--- src/rtl/gpio_regfile_pkg.sv ---
package gpio_regfile_pkg;

  localparam int unsigned BANK_STRIDE   = 8;
  localparam int unsigned DIR_OFFSET    = 4;
  localparam int unsigned IRQ_HOLE_BASE = 'h90;
  localparam int unsigned IRQ_HOLE_SIZE = 'h10;

  // Byte address of the output-value register of one bank.
  function automatic logic [31:0] bank_base_addr(input int unsigned bank);
    int unsigned base;
    base = (bank + 1) * BANK_STRIDE;
    if (base >= IRQ_HOLE_BASE) base = base + IRQ_HOLE_SIZE;
    return base[31:0];
  endfunction

  function automatic int unsigned bank_count(input int unsigned lines,
                                             input int unsigned per_bank);
    return (lines + per_bank - 1) / per_bank;
  endfunction

  // Number of real lines inside a given bank.
  function automatic int unsigned bank_width(input int unsigned lines,
                                             input int unsigned per_bank,
                                             input int unsigned bank);
    int unsigned left;
    left = lines - bank * per_bank;
    return (left < per_bank) ? left : per_bank;
  endfunction

  function automatic logic in_irq_hole(input logic [31:0] a);
    return (a >= IRQ_HOLE_BASE) && (a < IRQ_HOLE_BASE + IRQ_HOLE_SIZE);
  endfunction

endpackage

--- src/rtl/gpio_addr_decode.sv ---
module gpio_addr_decode
  import gpio_regfile_pkg::*;
#(
  parameter int unsigned NUM_BANKS = 20,
  parameter int unsigned ADDR_W    = 32
) (
  input  logic                 clk,
  input  logic                 rst_n,
  input  logic [ADDR_W-1:0]    addr,
  output logic [NUM_BANKS-1:0] data_sel,
  output logic [NUM_BANKS-1:0] dir_sel,
  output logic                 hit
);

  always_comb begin
    data_sel = '0;
    dir_sel  = '0;
    for (int unsigned b = 0; b < NUM_BANKS; b++) begin
      if (addr == ADDR_W'(bank_base_addr(b)))
        data_sel[b] = 1'b1;
      if (addr == ADDR_W'(bank_base_addr(b) + DIR_OFFSET))
        dir_sel[b] = 1'b1;
    end
    hit = |{data_sel, dir_sel};
  end

  // at most one register claims any address
  assert_single_select_R2: assert property (@(posedge clk) disable iff (!rst_n)
    $onehot0({data_sel, dir_sel}));

  // the interrupt window is never claimed by a bank
  assert_hole_unmapped_R3: assert property (@(posedge clk) disable iff (!rst_n)
    in_irq_hole(32'(addr)) |-> !hit);

endmodule

--- src/rtl/gpio_pad_sync.sv ---
module gpio_pad_sync #(
  parameter int unsigned WIDTH = 8
) (
  input  logic             clk,
  input  logic             rst_n,
  input  logic [WIDTH-1:0] async_in,
  output logic [WIDTH-1:0] sync_out
);

  logic [WIDTH-1:0] stage1_q;
  logic [WIDTH-1:0] stage2_q;

  always_ff @(posedge clk or negedge rst_n) begin
    if (!rst_n) begin
      stage1_q <= '0;
      stage2_q <= '0;
    end else begin
      stage1_q <= async_in;
      stage2_q <= stage1_q;
    end
  end

  assign sync_out = stage2_q;

endmodule

--- src/rtl/gpio_port_bank.sv ---
module gpio_port_bank #(
  parameter int unsigned LPB   = 8,
  parameter int unsigned WIDTH = 8
) (
  input  logic             clk,
  input  logic             rst_n,
  input  logic             wr_data,
  input  logic             wr_dir,
  input  logic [LPB-1:0]   wdata,
  input  logic [WIDTH-1:0] pad_sync,
  output logic [WIDTH-1:0] out_q,
  output logic [WIDTH-1:0] dir_q,
  output logic [LPB-1:0]   rd_data,
  output logic [LPB-1:0]   rd_dir
);

  logic [WIDTH-1:0] wr_val;
  logic [WIDTH-1:0] data_view;

  assign wr_val = wdata[WIDTH-1:0];

  always_ff @(posedge clk or negedge rst_n) begin
    if (!rst_n) begin
      out_q <= '0;
      dir_q <= '1;
    end else begin
      if (wr_data) out_q <= wr_val;
      if (wr_dir)  dir_q <= wr_val;
    end
  end

  // input lines show the synchronized pad, output lines the latch
  assign data_view = (dir_q & pad_sync) | (~dir_q & out_q);
  assign rd_data   = LPB'(data_view);
  assign rd_dir    = LPB'(dir_q);

  assert_dir_write_R4: assert property (@(posedge clk) disable iff (!rst_n)
    wr_dir |=> dir_q == $past(wdata[WIDTH-1:0]));

  assert_data_write_R5: assert property (@(posedge clk) disable iff (!rst_n)
    wr_data |=> out_q == $past(wdata[WIDTH-1:0]));

endmodule

--- src/rtl/gpio_bank_regfile.sv ---
module gpio_bank_regfile
  import gpio_regfile_pkg::*;
#(
  parameter int unsigned NUM_LINES      = 156,
  parameter int unsigned LINES_PER_BANK = 8,
  parameter int unsigned ADDR_W         = 32,
  parameter int unsigned DATA_W         = 32
) (
  input  logic                 clk,
  input  logic                 rst_n,
  input  logic                 wr_en,
  input  logic                 rd_en,
  input  logic [ADDR_W-1:0]    addr,
  input  logic [DATA_W-1:0]    wdata,
  output logic [DATA_W-1:0]    rdata,
  output logic                 rvalid,
  input  logic [NUM_LINES-1:0] pad_in,
  output logic [NUM_LINES-1:0] pad_out,
  output logic [NUM_LINES-1:0] pad_oe
);

  localparam int unsigned NUM_BANKS = bank_count(NUM_LINES, LINES_PER_BANK);

  logic [NUM_BANKS-1:0]      data_sel;
  logic [NUM_BANKS-1:0]      dir_sel;
  logic                      addr_hit;
  logic [NUM_LINES-1:0]      pad_sync;
  logic [LINES_PER_BANK-1:0] bank_rd_data [NUM_BANKS];
  logic [LINES_PER_BANK-1:0] bank_rd_dir  [NUM_BANKS];
  logic [LINES_PER_BANK-1:0] rd_sel_val;
  logic [DATA_W-1:0]         rdata_q;
  logic                      rvalid_q;
  logic                      wr_unmapped;
  logic                      rd_unmapped;

  gpio_addr_decode #(
    .NUM_BANKS (NUM_BANKS),
    .ADDR_W    (ADDR_W)
  ) u_decode (
    .clk      (clk),
    .rst_n    (rst_n),
    .addr     (addr),
    .data_sel (data_sel),
    .dir_sel  (dir_sel),
    .hit      (addr_hit)
  );

  gpio_pad_sync #(
    .WIDTH (NUM_LINES)
  ) u_sync (
    .clk      (clk),
    .rst_n    (rst_n),
    .async_in (pad_in),
    .sync_out (pad_sync)
  );

  for (genvar b = 0; b < NUM_BANKS; b++) begin : g_bank
    localparam int unsigned LO = b * LINES_PER_BANK;
    localparam int unsigned W  = bank_width(NUM_LINES, LINES_PER_BANK, b);
    logic [W-1:0] out_q;
    logic [W-1:0] dir_q;

    gpio_port_bank #(
      .LPB   (LINES_PER_BANK),
      .WIDTH (W)
    ) u_bank (
      .clk      (clk),
      .rst_n    (rst_n),
      .wr_data  (wr_en & data_sel[b]),
      .wr_dir   (wr_en & dir_sel[b]),
      .wdata    (wdata[LINES_PER_BANK-1:0]),
      .pad_sync (pad_sync[LO +: W]),
      .out_q    (out_q),
      .dir_q    (dir_q),
      .rd_data  (bank_rd_data[b]),
      .rd_dir   (bank_rd_dir[b])
    );

    assign pad_out[LO +: W] = out_q;
    assign pad_oe[LO +: W]  = ~dir_q;
  end

  always_comb begin
    rd_sel_val = '0;
    for (int unsigned b = 0; b < NUM_BANKS; b++) begin
      if (data_sel[b]) rd_sel_val = rd_sel_val | bank_rd_data[b];
      if (dir_sel[b])  rd_sel_val = rd_sel_val | bank_rd_dir[b];
    end
  end

  always_ff @(posedge clk or negedge rst_n) begin
    if (!rst_n) begin
      rdata_q  <= '0;
      rvalid_q <= 1'b0;
    end else begin
      rvalid_q <= rd_en;
      if (rd_en) rdata_q <= DATA_W'(rd_sel_val);
    end
  end

  assign rdata       = rdata_q;
  assign rvalid      = rvalid_q;
  assign wr_unmapped = wr_en & ~addr_hit;
  assign rd_unmapped = rd_en & ~addr_hit;

  assert_rvalid_follows_R7: assert property (@(posedge clk) disable iff (!rst_n)
    rd_en |=> rvalid);

  assert_rvalid_idle_R7: assert property (@(posedge clk) disable iff (!rst_n)
    !rd_en |=> !rvalid);

  assert_unmapped_read_zero_R8: assert property (@(posedge clk) disable iff (!rst_n)
    rd_unmapped |=> rdata == '0);

  assert_unmapped_write_hold_R8: assert property (@(posedge clk) disable iff (!rst_n)
    wr_unmapped |=> $stable(pad_out) && $stable(pad_oe));

endmodule

--- config.mk ---
export PLATFORM = sky130hd
export DESIGN_NAME = gpio_bank_regfile
export DESIGN_NICKNAME = d
export VERILOG_FILES = /design/src/rtl/gpio_regfile_pkg.sv /design/src/rtl/gpio_addr_decode.sv /design/src/rtl/gpio_pad_sync.sv /design/src/rtl/gpio_port_bank.sv /design/src/rtl/gpio_bank_regfile.sv
export SDC_FILE = /design/constraint.sdc
export NUM_CORES = 1
export LEC_CHECK = 0
export ABC_AREA = 0
export BUFFER_PORTS_ARGS = -buffer_cell sky130_fd_sc_hd__clkbuf_2
export CAP_MARGIN = 10
export CORE_MARGIN = 4
export CORE_UTILIZATION = 40
export CTS_BUF_LIST = sky130_fd_sc_hd__clkbuf_8 sky130_fd_sc_hd__clkbuf_16
export DETAILED_ROUTE_END_ITERATION = 10
export PLACE_DENSITY = 0.71
export SYNTH_ARGS = -nofsm -noshare
export SYNTH_HDL_FRONTEND = slang
export SYNTH_SLANG_ARGS = --single-unit
--- constraint.sdc ---
create_clock -name clk -period 2.7 [get_ports clk]
set_input_delay 0.405 -clock clk [delete_from_list [all_inputs] [get_ports clk]]
set_output_delay 0.405 -clock clk [all_outputs]
set_load 0.05 [all_outputs]
After elaboration in Yosys (flattened, before gate mapping)
Index checks and enable logic that the tools add are counted.
{ "classes": {"mux": 80, "n_eq_ne": 40, "bitwise": 159} }
{ "op_table": {"columns": ["operator", "count"], "rows": [
  ["32-bit by 7-bit == test with 1-bit output (second input constant)", 16],
  ["8-bit bitwise OR", 56],
  ["32-bit by 8-bit == test with 1-bit output (second input constant)", 10],
  ["8-bit 2-to-1 mux", 40],
  ["8-bit AND", 38],
  ["32-bit by 6-bit == test with 1-bit output (second input constant)", 8],
  ["8-bit inverter", 19],
  ["32-bit by 5-bit == test with 1-bit output (second input constant)", 4],
  ["32-bit by 4-bit == test with 1-bit output (second input constant)", 2],
  ["1-bit AND", 40],
  ["1-bit 2-to-1 mux", 40],
  ["8-bit by 4-bit bitwise OR with 8-bit output", 2],
  ["4-bit AND", 2],
  ["4-bit inverter", 1],
  ["4-bit bitwise OR", 1]
]} }
{ "totals": {"word_cells": 323, "input_bits": 224, "regBits": 633} }

Longest topological paths before layout
Gate-level depths: netlist of run 1.
{ "logic_depth": {"word_depth": 82, "ltp_mapped": 10} }

By module
From an unflattened synthesis of run 1, not the netlist that was laid out.
{ "hier_totals": {"hier_cells": 1920, "area_unflattened_um2": 27726.6} }
{ "by_module_without_submodules": {"columns": ["mod", "area_per_inst_um2", "cells_per_inst", "n_inst"], "rows": [
  ["gpio_port_bank at g_bank[0].u_bank ...", 823.3, 50, 19],
  ["gpio_pad_sync", 7807.5, 312, 1],
  ["gpio_bank_regfile", 3256.9, 516, 1],
  ["gpio_addr_decode", 585.6, 109, 1],
  ["gpio_port_bank at g_bank[19].u_bank", 434.2, 33, 1]
]} }

Worst setup path before layout of run 1
OpenSTA, ideal clock, no wires.
{ "synth_timing": {"path_type": "input to register", "startpoint": "input port addr[20]", "endpoint": "register g_bank[3].u_bank.out_q[0]", "n_path_buf": 2, "slack_ps": 329, "t_required_ps": 2572, "cell_stages": 7, "t_arrival_ps": 2243, "path_cell_list": "nor4_1 -> nand4_2 -> buf_4 -> buf_2 -> nor4_2 -> nand2_1 -> mux2_1"} }
{ "synth_via": {"elab_chain_len": 3} }
{ "synth_rtl": {"columns": ["item", "line_no", "source"], "rows": [
  ["start, declared", "gpio_bank_regfile.sv:13", "input logic [ADDR_W-1:0] addr,"],
  ["32-bit by 6-bit == test with 1-bit output", "gpio_addr_decode.sv:19", "if (addr == ADDR_W'(bank_base_addr(b)))"],
  ["1-bit 2-to-1 mux", "gpio_addr_decode.sv:19", null],
  ["1-bit AND", "gpio_bank_regfile.sv:69", ".wr_data (wr_en & data_sel[b]),"],
  ["end signal, assigned", "gpio_port_bank.sv:27", "if (wr_data) out_q <= wr_val;"],
  ["end, declared", "gpio_port_bank.sv:11", "output logic [WIDTH-1:0] out_q,"]
]} }
Every way passes these cells.
A chain may end at the register's enable or synchronous reset.

Final worst setup path of run 1
{ "layout_timing": {"startpoint": "input port addr[9]", "endpoint": "register rdata_q[5], in the netlist rdata[5]"} }
{ "layout_via": {"elab_chain_len": 81} }
{ "layout_rtl": {"columns": ["item", "line_no", "source"], "rows": [
  ["32-bit by 4-bit == test with 1-bit output", "gpio_addr_decode.sv:19", null],
  ["1-bit 2-to-1 mux", "gpio_addr_decode.sv:19", null],
  ["8-bit 2-to-1 mux", "gpio_bank_regfile.sv:86", "if (data_sel[b]) rd_sel_val = rd_sel_val | bank_rd_data[b];"],
  ["8-bit bitwise OR", "gpio_bank_regfile.sv:87", "if (dir_sel[b]) rd_sel_val = rd_sel_val | bank_rd_dir[b];"],
  ["8-bit 2-to-1 mux", "gpio_bank_regfile.sv:87", null],
  ["8-bit bitwise OR", "gpio_bank_regfile.sv:86", null],
  ["8-bit 2-to-1 mux", "gpio_bank_regfile.sv:86", null],
  ["8-bit bitwise OR", "gpio_bank_regfile.sv:87", null],
  ["[... 65 more ...]", null, null],
  ["8-bit bitwise OR", "gpio_bank_regfile.sv:86", null],
  ["8-bit 2-to-1 mux", "gpio_bank_regfile.sv:86", null],
  ["8-bit bitwise OR", "gpio_bank_regfile.sv:87", null],
  ["8-bit 2-to-1 mux", "gpio_bank_regfile.sv:87", null],
  ["8-bit by 4-bit bitwise OR with 8-bit output", "gpio_bank_regfile.sv:86", null],
  ["8-bit 2-to-1 mux", "gpio_bank_regfile.sv:86", null],
  ["8-bit by 4-bit bitwise OR with 8-bit output", "gpio_bank_regfile.sv:87", null],
  ["8-bit 2-to-1 mux (*)", "gpio_bank_regfile.sv:87", null],
  ["end signal, assigned", "gpio_bank_regfile.sv:97", "if (rd_en) rdata_q <= DATA_W'(rd_sel_val);"],
  ["end, declared", "gpio_bank_regfile.sv:31", "logic [DATA_W-1:0] rdata_q;"]
]} }
Mark *: on every way between the ends. The rest lies on a longest branch, timed or not.

==> results of run 1 <==
## worst reg2reg max path, delay by kind of cell (launching register included)
kind                   cells  cell delay (ns)
AO/OA/AOI/OAI              5             1.13
buffers and inverters      3             0.55
flip-flops                 1             0.55
multiplexers               1             0.19
## cells by family after synthesis
| family | count (synthesis) |
|---|---|
| other cells | 1 |
| mux | 415 |
| buf+inv | 280 |
| compound gates | 223 |
| simple gates | 281 |
| flops | 633 |
## power by group
group	internal, mW	switching, mW
Sequential	9.74	0.101
Clock	5.34	4.08
Combinational	0.402	0.711
## final cells by class
class | count | share of cell area
sequential | 633 | 0.453
multi-input combinational | 943 | 0.235
timing repair buffer | 1011 | 0.201
clock buffer | 77 | 0.0516
tap | 846 | 0.0299
inverter | 157 | 0.0166
clock inverter | 49 | 0.0130
antenna | 2 | 0.000141
## cell usage after synthesis (20+ instances only)
cell type	count	share of area
a22oi_1	22	0.0065
inv_1	157	0.023
buf_4	30	0.0089
mux2_2	45	0.020
nor2_1	27	0.0040
nor4_1	26	0.0064
clkbuf_1	60	0.0089
dfrtp_1	477	0.47
buf_2	28	0.0055
dfstp_2	156	0.16
nand2_1	41	0.0061
nand4_1	21	0.0052
mux2_1	310	0.14
mux2i_1	60	0.024
nand3_1	59	0.012
o21ai_0	21	0.0041
o22ai_1	28	0.0069
a32oi_1	38	0.013
nor3_1	20	0.0039
## layer usage
layer / wire [um] / up-vias
li1: - / 8535
met1: 52000 / 10931
met2: 58000 / 990
met3: 8630 / 171
met4: 4370 / 0
met5: 0 / -
## cells in the final DEF, fill, tap and decap left out, types with 34 or more instances in the layout
cell / netlist / final
a32oi_1: 38 / 38
buf_12: 0 / 34
buf_4: 30 / 300
clkbuf_16: 0 / 68
clkbuf_2: 0 / 519
dfrtp_1: 477 / 477
dfstp_2: 156 / 156
dlygate4sd3_1: 0 / 157
inv_1: 157 / 176
mux2_1: 310 / 310
mux2_2: 45 / 45
mux2i_1: 60 / 60
nand2_1: 41 / 41
nand3_1: 59 / 59
## what timing repair did
item / CTS / global route
resized for setup: 0 / 1
hold buffers: 157 / 0
endpoints found under the setup margin: 0 / 1
hold endpoints to repair: 180 / 0
## registers in the layout, indices dropped and copies added, names as in the netlist
signal,count
g_bank.u_bank.out_q,156
u_sync.stage1_q,156
rdata,8
u_sync.sync_out,156
rvalid,1
g_bank.u_bank.dir_q,156
## per-stage QoR
stage	area [sq um]	power, mW	util	hold WS, ns	setup WS, ns
2_1_floorplan	25500	10.2	-	0.109	0.329
3_3_place_gp	31500	10.9	0.501	0.332	-0.593
3_5_place_dp	31500	10.9	0.501	0.335	-0.513
4_1_cts	35400	20.5	0.562	0.216	0.108
5_1_grt	35400	21.0	0.562	0.237	0.0359
6_report	35400	20.4	0.562	0.258	0.0640
## how the worst max path moves through the flow
stage	startpoint	to	slack, ns	depth (start not counted)
after floorplan	addr[20]	g_bank[3].u_bank.out_q[0]$_DFFE_PN0P_	0.33	7
after global placement	addr[4]	rdata[0]$_DFFE_PN0P_	-0.59	11
after detailed placement	addr[4]	rdata[0]$_DFFE_PN0P_	-0.51	11
after CTS	addr[4]	rdata[0]$_DFFE_PN0P_	0.11	11
after global routing	g_bank[15].u_bank.dir_q[1]$_DFFE_PN1P_	rdata[1]$_DFFE_PN0P_	0.04	7
final	addr[9]	rdata[5]$_DFFE_PN0P_	0.06	12
==> impl_metrics.sql, run 1 <==
INSERT INTO impl_metrics (metric_group, metric, value, unit) VALUES
('hold_path', 'hold_path.startpoint', 'rd_en', ''),
('grt', 'grt_start_max_net_pins', '115', ''),
('critical_path', 'timing.critical_path.mode_cell', 'buf_4', ''),
('outcome', 'outcome', 'complete, no violations', ''),
('critical_path', 'setup.worst_path.class', 'input port to flip-flop', ''),
('clocking', 'clkSlewWorstSetupHoldPaths', '0.06', 'ns'),
('critical_path', 'crit_family', 'simple AND/OR/NAND/NOR gates', ''),
('floorplanning', 'die-width', '260', 'um'),
('pwr', 'leakage', '16.5', 'nW'),
('floorplanning', 'area_of_the_die', '67600', 'sq um'),
('clocking', 'clock-sinks', '633', ''),
('critical_path', 'critPathSlowestCell', 'nor4_1', ''),
('yosys', 'post_synth_inst_count', '1833', ''),
('yosys', 'post_synth_and_or_nand_nor_area_fraction', '0.0748', ''),
('route', 'detail_route.wirelength', '123000', 'um'),
('layout', 'regArea', '16000', 'sq um'),
('critical_path', 'timing.critical_path.required', '3.25', 'ns'),
('layout', 'layout-drive-gt1-share', '0.426', ''),
('yosys', 'seq_area_frac_synth', '0.631', ''),
('timing', 'fin_skew', '0.0233', 'ns'),
('grt', 'globalRouteMet1Util', '0.494', ''),
('yosys', 'ys_ff_latch', '633', ''),
('placement', 'routabilityCongestion', '0.979', ''),
('timing', 'grt_setup_unrepaired', 'false', ''),
('critical_path', 'reg2reg_slack', '0.12', 'ns'),
('timing', 'fin_setup_tns', '0', 'ns'),
('timing', 'tightestPinTransition', '1.10', 'ns'),
('critical_path', 'worstSetupEndpointType', 'flip-flop', ''),
('yosys', 'synth.avg_cell_area', '13.9', 'sq um'),
('timing', 'timing_max_transition_violations_final', '0', ''),
('layout', 'final.fill_count', '5163', ''),
('layout', 'final_cell_count_no_fill', '3718', ''),
('clocking', 'tritoncts.num_buffers', '68', ''),
('critical_path', 'path_cells', 'clkbuf_2 > nor4_1 > buf_4 > nand4_4 > nor4_1 > buf_12 > a22oi_1 > o311ai_1 > buf_4 > a221oi_1 > buf_4 > a31oi_1', ''),
('floorplanning', 'ioPinCount', '569', ''),
('floorplanning', 'initial_core_util', '0.404', ''),
('route', 'detailedRoute.firstPassIterationCount', '5', ''),
('placement', 'place.detailed.hpwl', '94300', 'um'),
('critical_path', 'cp_data_arrival_time', '3.18', 'ns'),
('route', 'detailedRoute.firstIterationViolations', '1975', ''),
('grt', 'use_met2', '0.580', ''),
('clocking', 'cts_buffer_depth', '3', ''),
('yosys', 'synth_top_family_by_area', 'multiplexers', ''),
('hold_path', 'min_delay_worst_endpoint', 'rvalid$_DFF_PN0_', ''),
('hold_path', 'min_path_cells', '2', ''),
('grt', 'grt_overflow_total', '0', ''),
('timing', 'final.min_clock_period', '2.64', 'ns'),
('critical_path', 'worstPathBufferInverterCount', '5', ''),
('layout', 'syn_to_final_growth', '39.4', '%'),
('route', 'vias', '20627', ''),
('hold_path', 'hold_path.class', 'input port to flip-flop', ''),
('grt', 'grt_most_used_layer', 'met2', ''),
('critical_path', 'reg2reg_depth', '9', ''),
('run', 'cap_violations', '0', ''),
('yosys', 'most_frequently_used_flop_master_after_synthesis', 'dfrtp_1', ''),
('grt', 'globalRouteTotalUtil', '0.359', ''),
('critical_path', 'reg_to_reg_start', 'g_bank[10].u_bank.dir_q[4]$_DFFE_PN1P_', ''),
('critical_path', 'critPathLaunchType', 'input port', ''),
('route', 'antenna_violating_nets_post_route', '0', ''),
('grt', 'grt.met3_usage', '0.0676', ''),
('pwr', 'power-per-cell-area', '576', 'nW/um^2'),
('critical_path', 'slowest_delay', '0.97', 'ns'),
('critical_path', 'worstPathMaxFanout', '3', ''),
('yosys', 'synth-adder-area-share', '0', ''),
('grt', 'number_of_antenna_violations_at_the_first_check_in_global_routing', '5', ''),
('placement', 'numPortBuffers', '520', ''),
('timing', 'fmax', '379', 'MHz'),
('clocking', 'clock_tree.htree_level_count', '3', ''),
('critical_path', 'r2r_end', 'rdata[4]$_DFFE_PN0P_', ''),
('grt', 'first_global_vias', '21303', ''),
('floorplanning', 'std_cell_rows', '92', '');
(Power assumes the default switching activity.)
==> inputs of run 2 (changes only) <==
--- a/config.mk
+++ b/config.mk
@@ -5,7 +5,7 @@
 export SDC_FILE = /design/constraint.sdc
 export NUM_CORES = 1
 export LEC_CHECK = 0
-export ABC_AREA = 0
+export ABC_AREA = 1
 export BUFFER_PORTS_ARGS = -buffer_cell sky130_fd_sc_hd__clkbuf_2
 export CAP_MARGIN = 10
 export CORE_MARGIN = 4
==> run 2 against run 1 <==
Against the previous run:
- clock-buffer cell count is 7 higher
- power grew 0.13%
- critical endpoint is now pad_oe[54]
- flip-flop and latch count did not move
==> impl_metrics.sql, run 2 <==
INSERT INTO impl_metrics (metric_group, metric, value, unit) VALUES
('placement', 'routabilityCongestion', '0.941', ''),
('pwr', 'power.ir.vdd_worst', '479', 'uV'),
('grt', 'globalRouteTotalUtil', '0.296', ''),
('yosys', 'synth-edff-count', '0', ''),
('route', 'drcViolationCount', '0', ''),
('clocking', 'clock-sinks', '633', ''),
('pwr', 'leakage', '16.4', 'nW'),
('clocking', 'tritoncts.num_buffers', '70', ''),
('grt', 'first_global_vias', '22803', ''),
('timing', 'fmax', '484', 'MHz'),
('yosys', 'synthesis.area', '26200', 'sq um'),
('layout', 'final_cell_count_no_fill', '4490', ''),
('layout', 'final_cell_mix', 'nand2_1 (931), clkbuf_2 (519), dfrtp_1 (477)', ''),
('floorplanning', 'area_of_the_die', '69700', 'sq um'),
('clocking', 'clock_tree.htree_level_count', '3', ''),
('grt', 'number_of_antenna_violations_at_the_first_check_in_global_routing', '2', ''),
('yosys', 'post_synth_xor_area_fraction', '0', ''),
('clocking', 'clkSlewWorstSetupHoldPaths', '0.06', 'ns'),
('yosys', 'seq_area_frac_synth', '0.611', ''),
('floorplanning', 'initial_core_util', '0.405', ''),
('pwr', 'power-per-cell-area', '597', 'nW/um^2'),
('critical_path', 'worstPathMaxFanout', '5', ''),
('route', 'detailedRoute.firstPassIterationCount', '6', ''),
('yosys', 'synth_top_family_by_area', 'simple AND/OR/NAND/NOR gates', ''),
('critical_path', 'cp_data_arrival_time', '1.66', 'ns'),
('yosys', 'post_synth_mux_area_share', '0.00382', ''),
('yosys', 'async_reset_ff_frac', '1.00', ''),
('yosys', 'post_synth_and_or_nand_nor_area_fraction', '0.254', ''),
('yosys', 'synthMostInstantiatedCell', 'nand2_1', ''),
('timing', 'final.min_clock_period', '2.07', 'ns'),
('critical_path', 'slowest_delay', '0.59', 'ns'),
('route', 'antenna_violating_nets_post_route', '0', ''),
('timing', 'timing_max_transition_violations_final', '0', ''),
('timing', 'tightestPinTransition', '0.830', 'ns'),
('yosys', 'yosys.area.top_type_share', '0.455', ''),
('timing', 'total_count_of_hold_check_failures_in_the_final_report', '0', ''),
('grt', 'grt_start_max_net_pins', '91', ''),
('clocking', 'cts_buffer_depth', '3', ''),
('critical_path', 'path_cells', 'inv_1 > clkbuf_2', ''),
('hold_path', 'hold_path.class', 'input port to flip-flop', ''),
('yosys', 'most_frequently_used_flop_master_after_synthesis', 'dfrtp_1', ''),
('grt', 'grt_first_pass_wirelength', '152000', 'um'),
('layout', 'fin_nets', '3801', ''),
('yosys', 'ys_ff_latch', '633', ''),
('yosys', 'synth-adder-area-share', '0', ''),
('yosys', 'ys.warnings.count', '0', ''),
('clocking', 'cts-resized-gates', '0', ''),
('critical_path', 'critPathSlowestCell', 'dfstp_2', ''),
('layout', 'final_util', '0.528', ''),
('critical_path', 'setup.worst_path.class', 'flip-flop to output pin', ''),
('timing', 'grt_setup_unrepaired', 'false', ''),
('timing', 'fin_setup_tns', '0', 'ns'),
('clocking', 'clkLatencyLatePin', '0.63', 'ns'),
('floorplanning', 'std_cell_rows', '93', ''),
('timing', 'fin_skew', '0.0318', 'ns'),
('floorplanning', 'die-width', '264', 'um'),
('clocking', 'tritoncts', 'done', ''),
('layout', 'mostFrequentLayoutCell', 'nand2_1', ''),
('layout', 'syn_to_final_growth', '30.3', '%'),
('yosys', 'largest_cells_by_area_after_synthesis', 'dfrtp_1 (46%), dfstp_2 (16%), nand2_1 (13%)', ''),
('yosys', 'synthDominantAreaCellType', 'dfrtp_1', ''),
('route', 'vias', '22992', ''),
('route', 'detailedRoute.firstIterationViolations', '1982', ''),
('yosys', 'post_synth_inst_count', '2838', ''),
('route', 'avgViaCountPerCell', '5.12', ''),
('timing', 'report.final.setup_viol', '0', ''),
('clocking', 'clock-root-buffer', 'clkbuf_16', ''),
('yosys', 'synth.avg_cell_area', '9.24', 'sq um'),
('route', 'detail_route.wirelength', '106000', 'um'),
('critical_path', 'worstSetupEndpointType', 'output pin', ''),
('grt', 'grt_overflow_total', '0', ''),
('placement', 'numPortBuffers', '520', ''),
('yosys', 'synth_compound_area_frac', '0.0688', ''),
('placement', 'post-place-cells', '4203', ''),
('critical_path', 'timing.critical_path.required', '2.30', 'ns'),
('floorplanning', 'dieHeight', '264', 'um'),
('run', 'cap_violations', '0', ''),
('yosys', 'synth_common_cells', 'nand2_1 (931), dfrtp_1 (477), nand3_1 (299), inv_1 (234), o21ai_0 (187)', ''),
('timing', 'timing.final.crit_share', '0.765', ''),
('timing', 'maxSlewHeadroom', '0.447', ''),
('placement', 'place.detailed.hpwl', '78300', 'um'),
('route', 'drt-wirelength-per-cell', '23.6', 'um'),
('outcome', 'outcome', 'complete, no violations', ''),
('layout', 'layout-drive-gt1-share', '0.272', ''),
('yosys', 'synth_cell_types', '30', ''),
('floorplanning', 'floorplan.core_area', '64700', 'sq um'),
('layout', 'final.fill_count', '5755', ''),
('critical_path', 'critPathLaunchType', 'flip-flop', ''),
('floorplanning', 'ioPinCount', '569', '');
## run 2: cell types whose count changed after synthesis, moves of 28 or more
cell	before	now
nand2_1	41	931
nor2_4	0	32
o21ai_0	21	187
nand3_1	59	299
a32oi_1	38	0
o21ai_1	6	158
mux2_2	45	0
nor2_1	27	138
inv_1	157	234
o22ai_1	28	0
mux2i_1	60	10
mux2_1	310	0
## run 2: final cells by class
| type | instances | area, sq um | share of cell area |
|---|---|---|---|
| repair buffers | 777 | 5220 | 0.153 |
| clock buffers | 84 | 1980 | 0.0579 |
| clock inverters | 45 | 327 | 0.00956 |
| inverters | 234 | 878 | 0.0257 |
| well taps | 855 | 1070 | 0.0313 |
| multi-input cells | 1861 | 8650 | 0.253 |
| flip-flops and latches | 633 | 16000 | 0.469 |
| diodes | 1 | 2.50 | 0.0000733 |
## run 2: where the power goes
group | internal [mW] | switching, mW
registers | 9.74 | 0.0824
clock network | 5.47 | 4.08
logic | 0.360 | 0.677
## run 2: logic make-up (layout without fill, tap and decap cells)
kind of cell,Yosys count,in the layout
other cells,1,25
mux,10,10
compound gates,359,359
buf+inv,367,1140
flops,633,633
simple gates,1468,1468
## run 2: worst paths after layout
kind                                                        from                               endpoint  slack (ns)  cells after the start
setup reg to reg           g_bank[7].u_bank.dir_q[7]$_DFFE_PN1P_                   rdata[7]$_DFFE_PN0P_        0.67                     11
min in group asynchronous                                  rst_n         u_sync.stage1_q[142]$_DFF_PN0_        0.44                      2
hold reg to reg                    u_sync.stage1_q[54]$_DFF_PN0_          u_sync.sync_out[54]$_DFF_PN0_        0.33                      0
max in group asynchronous                                  rst_n          u_sync.stage1_q[20]$_DFF_PN0_        1.38                      3
hold / removal                                          wdata[4]  g_bank[0].u_bank.dir_q[4]$_DFFE_PN1P_        0.20                      3
setup / recovery           g_bank[6].u_bank.dir_q[6]$_DFFE_PN1P_                             pad_oe[54]        0.63                      2
## run 2: per-stage QoR
| step | worst slack (ns) | area (sq um) | power [mW] | hold WS, ns |
|---|---|---|---|---|
| finish | 0.634 | 34200 | 20.4 | 0.196 |
| global route | 0.566 | 34200 | 20.9 | 0.177 |
| CTS | 0.636 | 34200 | 20.5 | 0.145 |
| floorplan | 0.946 | 26300 | 10.2 | 0.109 |
| detailed placement | 0.304 | 30300 | 10.8 | 0.335 |
| global placement | 0.296 | 30300 | 10.8 | 0.332 |
## run 2: critical path, delay by kind of cell, from the launching register on
family / cells / cell delay [ns]
flip-flops: 1 / 0.59
buffers and inverters: 2 / 0.44
## run 2: timing repair
| item | in CTS | in global routing |
|---|---|---|
| endpoints found under the setup margin | 0 | 0 |
| hold buffers | 157 | 0 |
| buffers inserted | 0 | 0 |
| endpoints found under the hold margin | 191 | 0 |
## run 2: routing by layer
metal / vias to the layer above / part of all wire / GRT usage
met2: 1138 / 0.47 / 0.484
met4: 0 / 0.044 / 0.114
met1: 11145 / 0.40 / 0.388
li1: 10454 / - / -
met3: 255 / 0.080 / 0.0649
met5: - / 0 / 0
